### config.mk
export PLATFORM = sky130hd
export DESIGN_NAME = pc_next_unit
export DESIGN_NICKNAME = d
export VERILOG_FILES = /design/src/rtl/pcu_pkg.sv /design/src/rtl/pcu_vector.sv /design/src/rtl/pcu_incr.sv /design/src/rtl/pcu_next_mux.sv /design/src/rtl/pcu_reg.sv /design/src/rtl/pc_next_unit.sv
export SDC_FILE = /design/constraint.sdc
export NUM_CORES = 1
export LEC_CHECK = 0
export ABC_CLOCK_PERIOD_IN_PS = 1700
export BUFFER_PORTS_ARGS = -buffer_cell sky130_fd_sc_hd__buf_2
export CORE_UTILIZATION = 41
export DETAILED_ROUTE_END_ITERATION = 8
export GPL_ROUTABILITY_DRIVEN = 1
export PLACE_DENSITY = 0.78
export SYNTH_ARGS = -nofsm -noshare
export SYNTH_HDL_FRONTEND = slang
export SYNTH_SLANG_ARGS = --single-unit
### constraint.sdc
create_clock -name clk -period 1.7 [get_ports clk]
set_clock_uncertainty 0.1 [all_clocks]
set_input_delay 0.17 -clock clk [delete_from_list [all_inputs] [get_ports clk]]
set_output_delay 0.17 -clock clk [all_outputs]
set_load 0.005 [all_outputs]
### src/rtl/pcu_pkg.sv
package pcu_pkg;
  typedef enum logic [1:0] {
    PC_HOLD   = 2'd0,
    PC_STEP   = 2'd1,
    PC_VECTOR = 2'd2,
    PC_JUMP   = 2'd3
  } pc_sel_e;
endpackage

### src/rtl/pcu_vector.sv
module pcu_vector #(
  parameter int ADDR_W = 16,
  parameter logic [ADDR_W-1:0] RESET_VEC = 16'hFD00,
  parameter logic [ADDR_W-1:0] IRQ_VEC = 16'hFE00
) (
  input  logic              use_irq,
  output logic [ADDR_W-1:0] entry_addr
);
  always_comb begin
    entry_addr = use_irq ? IRQ_VEC : RESET_VEC;
  end
endmodule

### src/rtl/pcu_incr.sv
module pcu_incr #(
  parameter int ADDR_W = 16,
  parameter int STEP = 2
) (
  input  logic [ADDR_W-1:0] cur,
  output logic [ADDR_W-1:0] bumped
);
  localparam logic [ADDR_W-1:0] STEP_V = ADDR_W'(STEP);
  assign bumped = cur + STEP_V;
endmodule

### src/rtl/pcu_next_mux.sv
module pcu_next_mux
  import pcu_pkg::*;
#(
  parameter int ADDR_W = 16,
  parameter int ALIGN_BITS = 1
) (
  input  pc_sel_e           sel,
  input  logic [ADDR_W-1:0] cur,
  input  logic [ADDR_W-1:0] bumped,
  input  logic [ADDR_W-1:0] entry_addr,
  input  logic [ADDR_W-1:0] jump,
  output logic [ADDR_W-1:0] nxt
);
  logic [ADDR_W-1:0] jump_al;

  generate
    if (ALIGN_BITS == 0) begin : g_no_align
      assign jump_al = jump;
    end else begin : g_align
      assign jump_al = {jump[ADDR_W-1:ALIGN_BITS], {ALIGN_BITS{1'b0}}};
    end
  endgenerate

  always_comb begin
    unique case (sel)
      PC_HOLD:   nxt = cur;
      PC_STEP:   nxt = bumped;
      PC_VECTOR: nxt = entry_addr;
      PC_JUMP:   nxt = jump_al;
      default:   nxt = cur;
    endcase
  end
endmodule

### src/rtl/pcu_reg.sv
module pcu_reg #(
  parameter int ADDR_W = 16,
  parameter logic [ADDR_W-1:0] RESET_VEC = 16'hFD00
) (
  input  logic              clk,
  input  logic              rst,
  input  logic [ADDR_W-1:0] d,
  output logic [ADDR_W-1:0] q
);
  always_ff @(posedge clk) begin
    if (rst) q <= RESET_VEC;
    else     q <= d;
  end
endmodule

### src/rtl/pc_next_unit.sv
module pc_next_unit
  import pcu_pkg::*;
#(
  parameter int ADDR_W = 16,
  parameter int STEP = 2,
  parameter int ALIGN_BITS = 1,
  parameter logic [ADDR_W-1:0] RESET_VEC = 16'hFD00,
  parameter logic [ADDR_W-1:0] IRQ_VEC = 16'hFE00
) (
  input  logic              clk,
  input  logic              rst,
  input  logic [1:0]        pc_sel,
  input  logic              vec_is_irq,
  input  logic [ADDR_W-1:0] jump_target,
  output logic [ADDR_W-1:0] pc_now,
  output logic [ADDR_W-1:0] pc_plus2
);
  localparam logic [ADDR_W-1:0] STEP_V = ADDR_W'(STEP);
  localparam logic [ADDR_W-1:0] JUMP_MASK = {ADDR_W{1'b1}} << ALIGN_BITS;

  pc_sel_e           sel;
  logic [ADDR_W-1:0] entry_addr;
  logic [ADDR_W-1:0] next_pc;

  assign sel = pc_sel_e'(pc_sel);

  pcu_vector #(.ADDR_W(ADDR_W), .RESET_VEC(RESET_VEC), .IRQ_VEC(IRQ_VEC)) u_vec (
    .use_irq   (vec_is_irq),
    .entry_addr(entry_addr)
  );

  pcu_incr #(.ADDR_W(ADDR_W), .STEP(STEP)) u_inc (
    .cur   (pc_now),
    .bumped(pc_plus2)
  );

  pcu_next_mux #(.ADDR_W(ADDR_W), .ALIGN_BITS(ALIGN_BITS)) u_mux (
    .sel       (sel),
    .cur       (pc_now),
    .bumped    (pc_plus2),
    .entry_addr(entry_addr),
    .jump      (jump_target),
    .nxt       (next_pc)
  );

  pcu_reg #(.ADDR_W(ADDR_W), .RESET_VEC(RESET_VEC)) u_reg (
    .clk(clk),
    .rst(rst),
    .d  (next_pc),
    .q  (pc_now)
  );

  assert_hold_R2: assert property (@(posedge clk) disable iff (rst)
    pc_sel == 2'd0 |=> $stable(pc_now));

  assert_step_R3: assert property (@(posedge clk) disable iff (rst)
    pc_sel == 2'd1 |=> pc_now == $past(pc_now) + STEP_V);

  assert_reset_vec_R4: assert property (@(posedge clk) disable iff (rst)
    (pc_sel == 2'd2 && !vec_is_irq) |=> pc_now == RESET_VEC);

  assert_irq_vec_R5: assert property (@(posedge clk) disable iff (rst)
    (pc_sel == 2'd2 && vec_is_irq) |=> pc_now == IRQ_VEC);

  assert_jump_R6: assert property (@(posedge clk) disable iff (rst)
    pc_sel == 2'd3 |=> pc_now == ($past(jump_target) & JUMP_MASK));

  assert_plus_gap_R7: assert property (@(posedge clk) disable iff (rst)
    (pc_plus2 - pc_now) == STEP_V);
endmodule

==> results.py <==
metrics = {
    "route": {
        "drc_errors": 0,
        "vias": 1388,
        "antenna_left": 0,
        "via_per_inst": 5.74,
        "drtIter0Drc": 60,
        "wl_um": 3810,
        "firstDrtPassIters": 4,
        "routedWlPerCell_um": 15.7,
    },
    "yosys": {
        "yosysWarnings": 0,
        "syn_avg_cell_area_um2": 7.65,
        "yosys_register_bits": 15,
        "syn_inst": 146,
        "yosysTopAreaCellShare_pct": 26.9,
        "seq_area_frac_synth_pct": 26.9,
        "synth.distinct_cells": 40,
        "synth.top_cells.by_count": "18 x nor2_1, 15 x dfxtp_1, 14 x xnor2_1",
        "postSynth.asyncResetShare_pct": 0,
        "yosysMostFrequentCell": "nor2_1",
        "synth-edff-count": 0,
        "synthTopCellsByArea": "dfxtp_1 27%, xnor2_1 11%, xor2_1 7.8%, nor2_1 6.0%, nand3_1 4.5%",
        "synth_ff_type": "dfxtp_1",
        "synth_top_cell_by_area": "dfxtp_1",
        "syn_area_mm2": 0.00112,
    },
    "pwr": {
        "max-vdd-ir-drop_v": 0.000422,
        "pwr-share-clk_pct": 25.5,
        "pwr-share-comb_pct": 28.1,
        "seqPwrFrac_pct": 46.4,
        "power.leakage_nw": 0.753,
        "power.total_mw": 0.860,
        "powerDensity_mw_per_mm2": 501,
        "p_switching_mw": 0.284,
        "swShare_pct": 33.0,
        "p_int_mw": 0.576,
    },
    "grt": {
        "antenna_found_initial": 0,
        "first_global_vias": 1134,
        "grt_pass1_wl_um": 4980,
        "grt.total_usage_pct": 23.4,
        "gr-total-overflow": 0,
        "grt_start_max_net_pins": 17,
    },
    "floorplan": {
        "die_h_um": 54.2,
        "initial_core_util_pct": 44.3,
        "ios": 53,
        "die_x_um": 54.2,
        "rows": 18,
        "fp.dieArea_mm2": 0.00294,
        "core_area_mm2": 0.00252,
    },
    "flow_run": {
        "cap_violations": 0,
    },
    "sta": {
        "setup_ws_ns": -0.168,
        "rsz0062_at_grt": "true",
        "hold_viol": 0,
        "fin_crit_sh_pct": 110,
        "maxSlewViolCount": 0,
        "setup-violations-final": 8,
        "max_freq_mhz": 535,
        "fin_crit_ns": 1.87,
    },
    "setup_path": {
        "cp-end-kind": "output port",
        "crit_type": "reg -> out",
        "slowest_stage": "dfxtp_1",
        "worst-path-max-fanout": 5,
        "cp_cell_sequence": "and3_2 > nand2_4 > nor3_4 > xor2_1 > buf_2",
        "critPathLaunchType": "register",
        "max_stage_delay_ns": 0.46,
        "required_ns": 1.43,
        "arrival_ns": 1.60,
    },
    "cts": {
        "cts_buffers": 3,
        "htreeDepth": 1,
        "cts_tree": "done",
        "cts_root_buf": "clkbuf_4",
        "cts.clk_slew.worst_paths_ns": 0.11,
        "cts_sinks": 15,
        "clk_latency_ns": 0.29,
        "ctsLongestPathBuffers": 2,
    },
    "layout": {
        "largest_register_ff_count": 15,
        "n_antenna_cell": 0,
        "top_register": "u_reg.q",
        "syn_to_final_growth_pct": 53.6,
        "nets": 235,
        "final_layout_size_suffix_gt1_share_pct": 50.9,
        "nFillCells": 203,
        "top_regs": "u_reg.q (15)",
    },
    "outcome": {
        "violations": "negative setup slack",
        "outcome": "complete, but fails checks",
    },
    "placement": {
        "gp_congestion": 0.862,
        "dp_hpwl_um": 2290,
        "dp_slack_ns": -0.0163,
        "port_buffers": 49,
    },
    "hold_path": {
        "min_path_type": "in -> reg",
    },
}
## placed cells by master (no fill, tap or decap), types with 2 or more instances in the layout
| cell type | count |
|---|---|
| buf_2 | 49 |
| buf_4 | 23 |
| nor2_1 | 16 |
| xnor2_1 | 14 |
| nand2_1 | 10 |
| xor2_1 | 10 |
| nand4_1 | 7 |
| dfxtp_4 | 7 |
| nand3_1 | 6 |
| dfxtp_1 | 5 |
| nor3_4 | 4 |
| a31oi_1 | 4 |
| a21oi_1 | 4 |
| nand3_2 | 3 |
| o21a_1 | 3 |
| nor3_1 | 3 |
| nand2b_1 | 3 |
| clkbuf_4 | 3 |
| dfxtp_2 | 3 |
| inv_1 | 2 |
| nand3_4 | 2 |
| nor2_4 | 2 |
| a211oi_1 | 2 |
| nor4_1 | 2 |
| or2_2 | 2 |
| o21ai_0 | 2 |
| conb_1 | 2 |
| buf_6 | 2 |
## power by group through the flow
stage	clock (mW)	sequential (mW)	combinational [mW]
after global routing	0.234	0.401	0.264
after global placement	0	0.406	0.194
final	0.219	0.399	0.242
after CTS	0.212	0.396	0.217
after floorplan	0	0.407	0.110
after detailed placement	0	0.407	0.200
## layer usage
layer	part of all wire [%]	track usage, %	up-vias
li1	-	-	652
met1	40	28.6	650
met2	51	41.1	70
met3	6.5	3.95	16
met4	2.7	7.26	0
met5	0	0	-
## area by class of cell
cell class | instances | area [um^2] | share of cell area [%]
Clock buffer | 4 | 26.3 | 1.53
Inverter | 2 | 7.51 | 0.437
Tap cell | 30 | 37.5 | 2.19
Timing Repair Buffer | 74 | 440 | 25.7
Multi-Input combinational cell | 117 | 875 | 50.9
Sequential cell | 15 | 330 | 19.2
## final timing paths
check | start | endpoint | slack (ns) | cells after the start
worst min-delay path | jump_target[7] | u_reg.q[7] | 0.008 | 2
worst max-delay path | u_reg.q[8] | pc_plus2[15] | -0.17 | 5
worst min register to register | u_reg.q[14] | u_reg.q[14] | 0.57 | 2
worst max register to register | u_reg.q[2] | u_reg.q[10] | -0.03 | 5
## logic make-up (layout without fill, tap and decap cells)
kind of cell               count (synthesis)  after routing  share of synthesized area, %
buffers and inverters                     15             80                          7.61
AOI/OAI and AO/OA                         21             21                          13.0
xor gates and xnor gates                  24             24                          18.8
muxes                                      1              1                         0.896
other                                      1              2                         0.336
adders and majority gates                  1              1                          1.12
DFF                                       15             15                          26.9
and+or+nand+nor                           68             68                          31.4
## what timing repair did
action                     in CTS  in global routing
hold buffers                    0                  0
gates resized for setup        18                 18
pin swaps                      11                 11
buffers inserted                8                  6
hold endpoints to repair        0                  0
setup endpoints to repair       9                 12
## stage by stage
| step | cells | instance area, um^2 | setup TNS [ns] | hold slack [ns] | util, % |
|---|---|---|---|---|---|
| 2_1_floorplan | 147 | 1170 | 0 | 0.203 | - |
| 3_3_place_gp | 224 | 1450 | 0 | 0.290 | 57.3 |
| 3_5_place_dp | 224 | 1450 | -0.0163 | 0.317 | 57.3 |
| 4_1_cts | 236 | 1600 | -0.595 | 0.0219 | 63.3 |
| 5_1_grt | 242 | 1720 | -1.28 | 0.00494 | 68.1 |
| 6_report | 242 | 1720 | -0.500 | 0.00792 | 68.1 |
## worst max-delay path: cells and delay by family (launching register included)
family	cells	cell delay, ns
XOR/XNOR	1	0.18
buffers and inverters	1	0.15
flip-flops	1	0.46
AND/OR/NAND/NOR	3	0.53
Note: power is estimated with default switching activity, not from simulation.
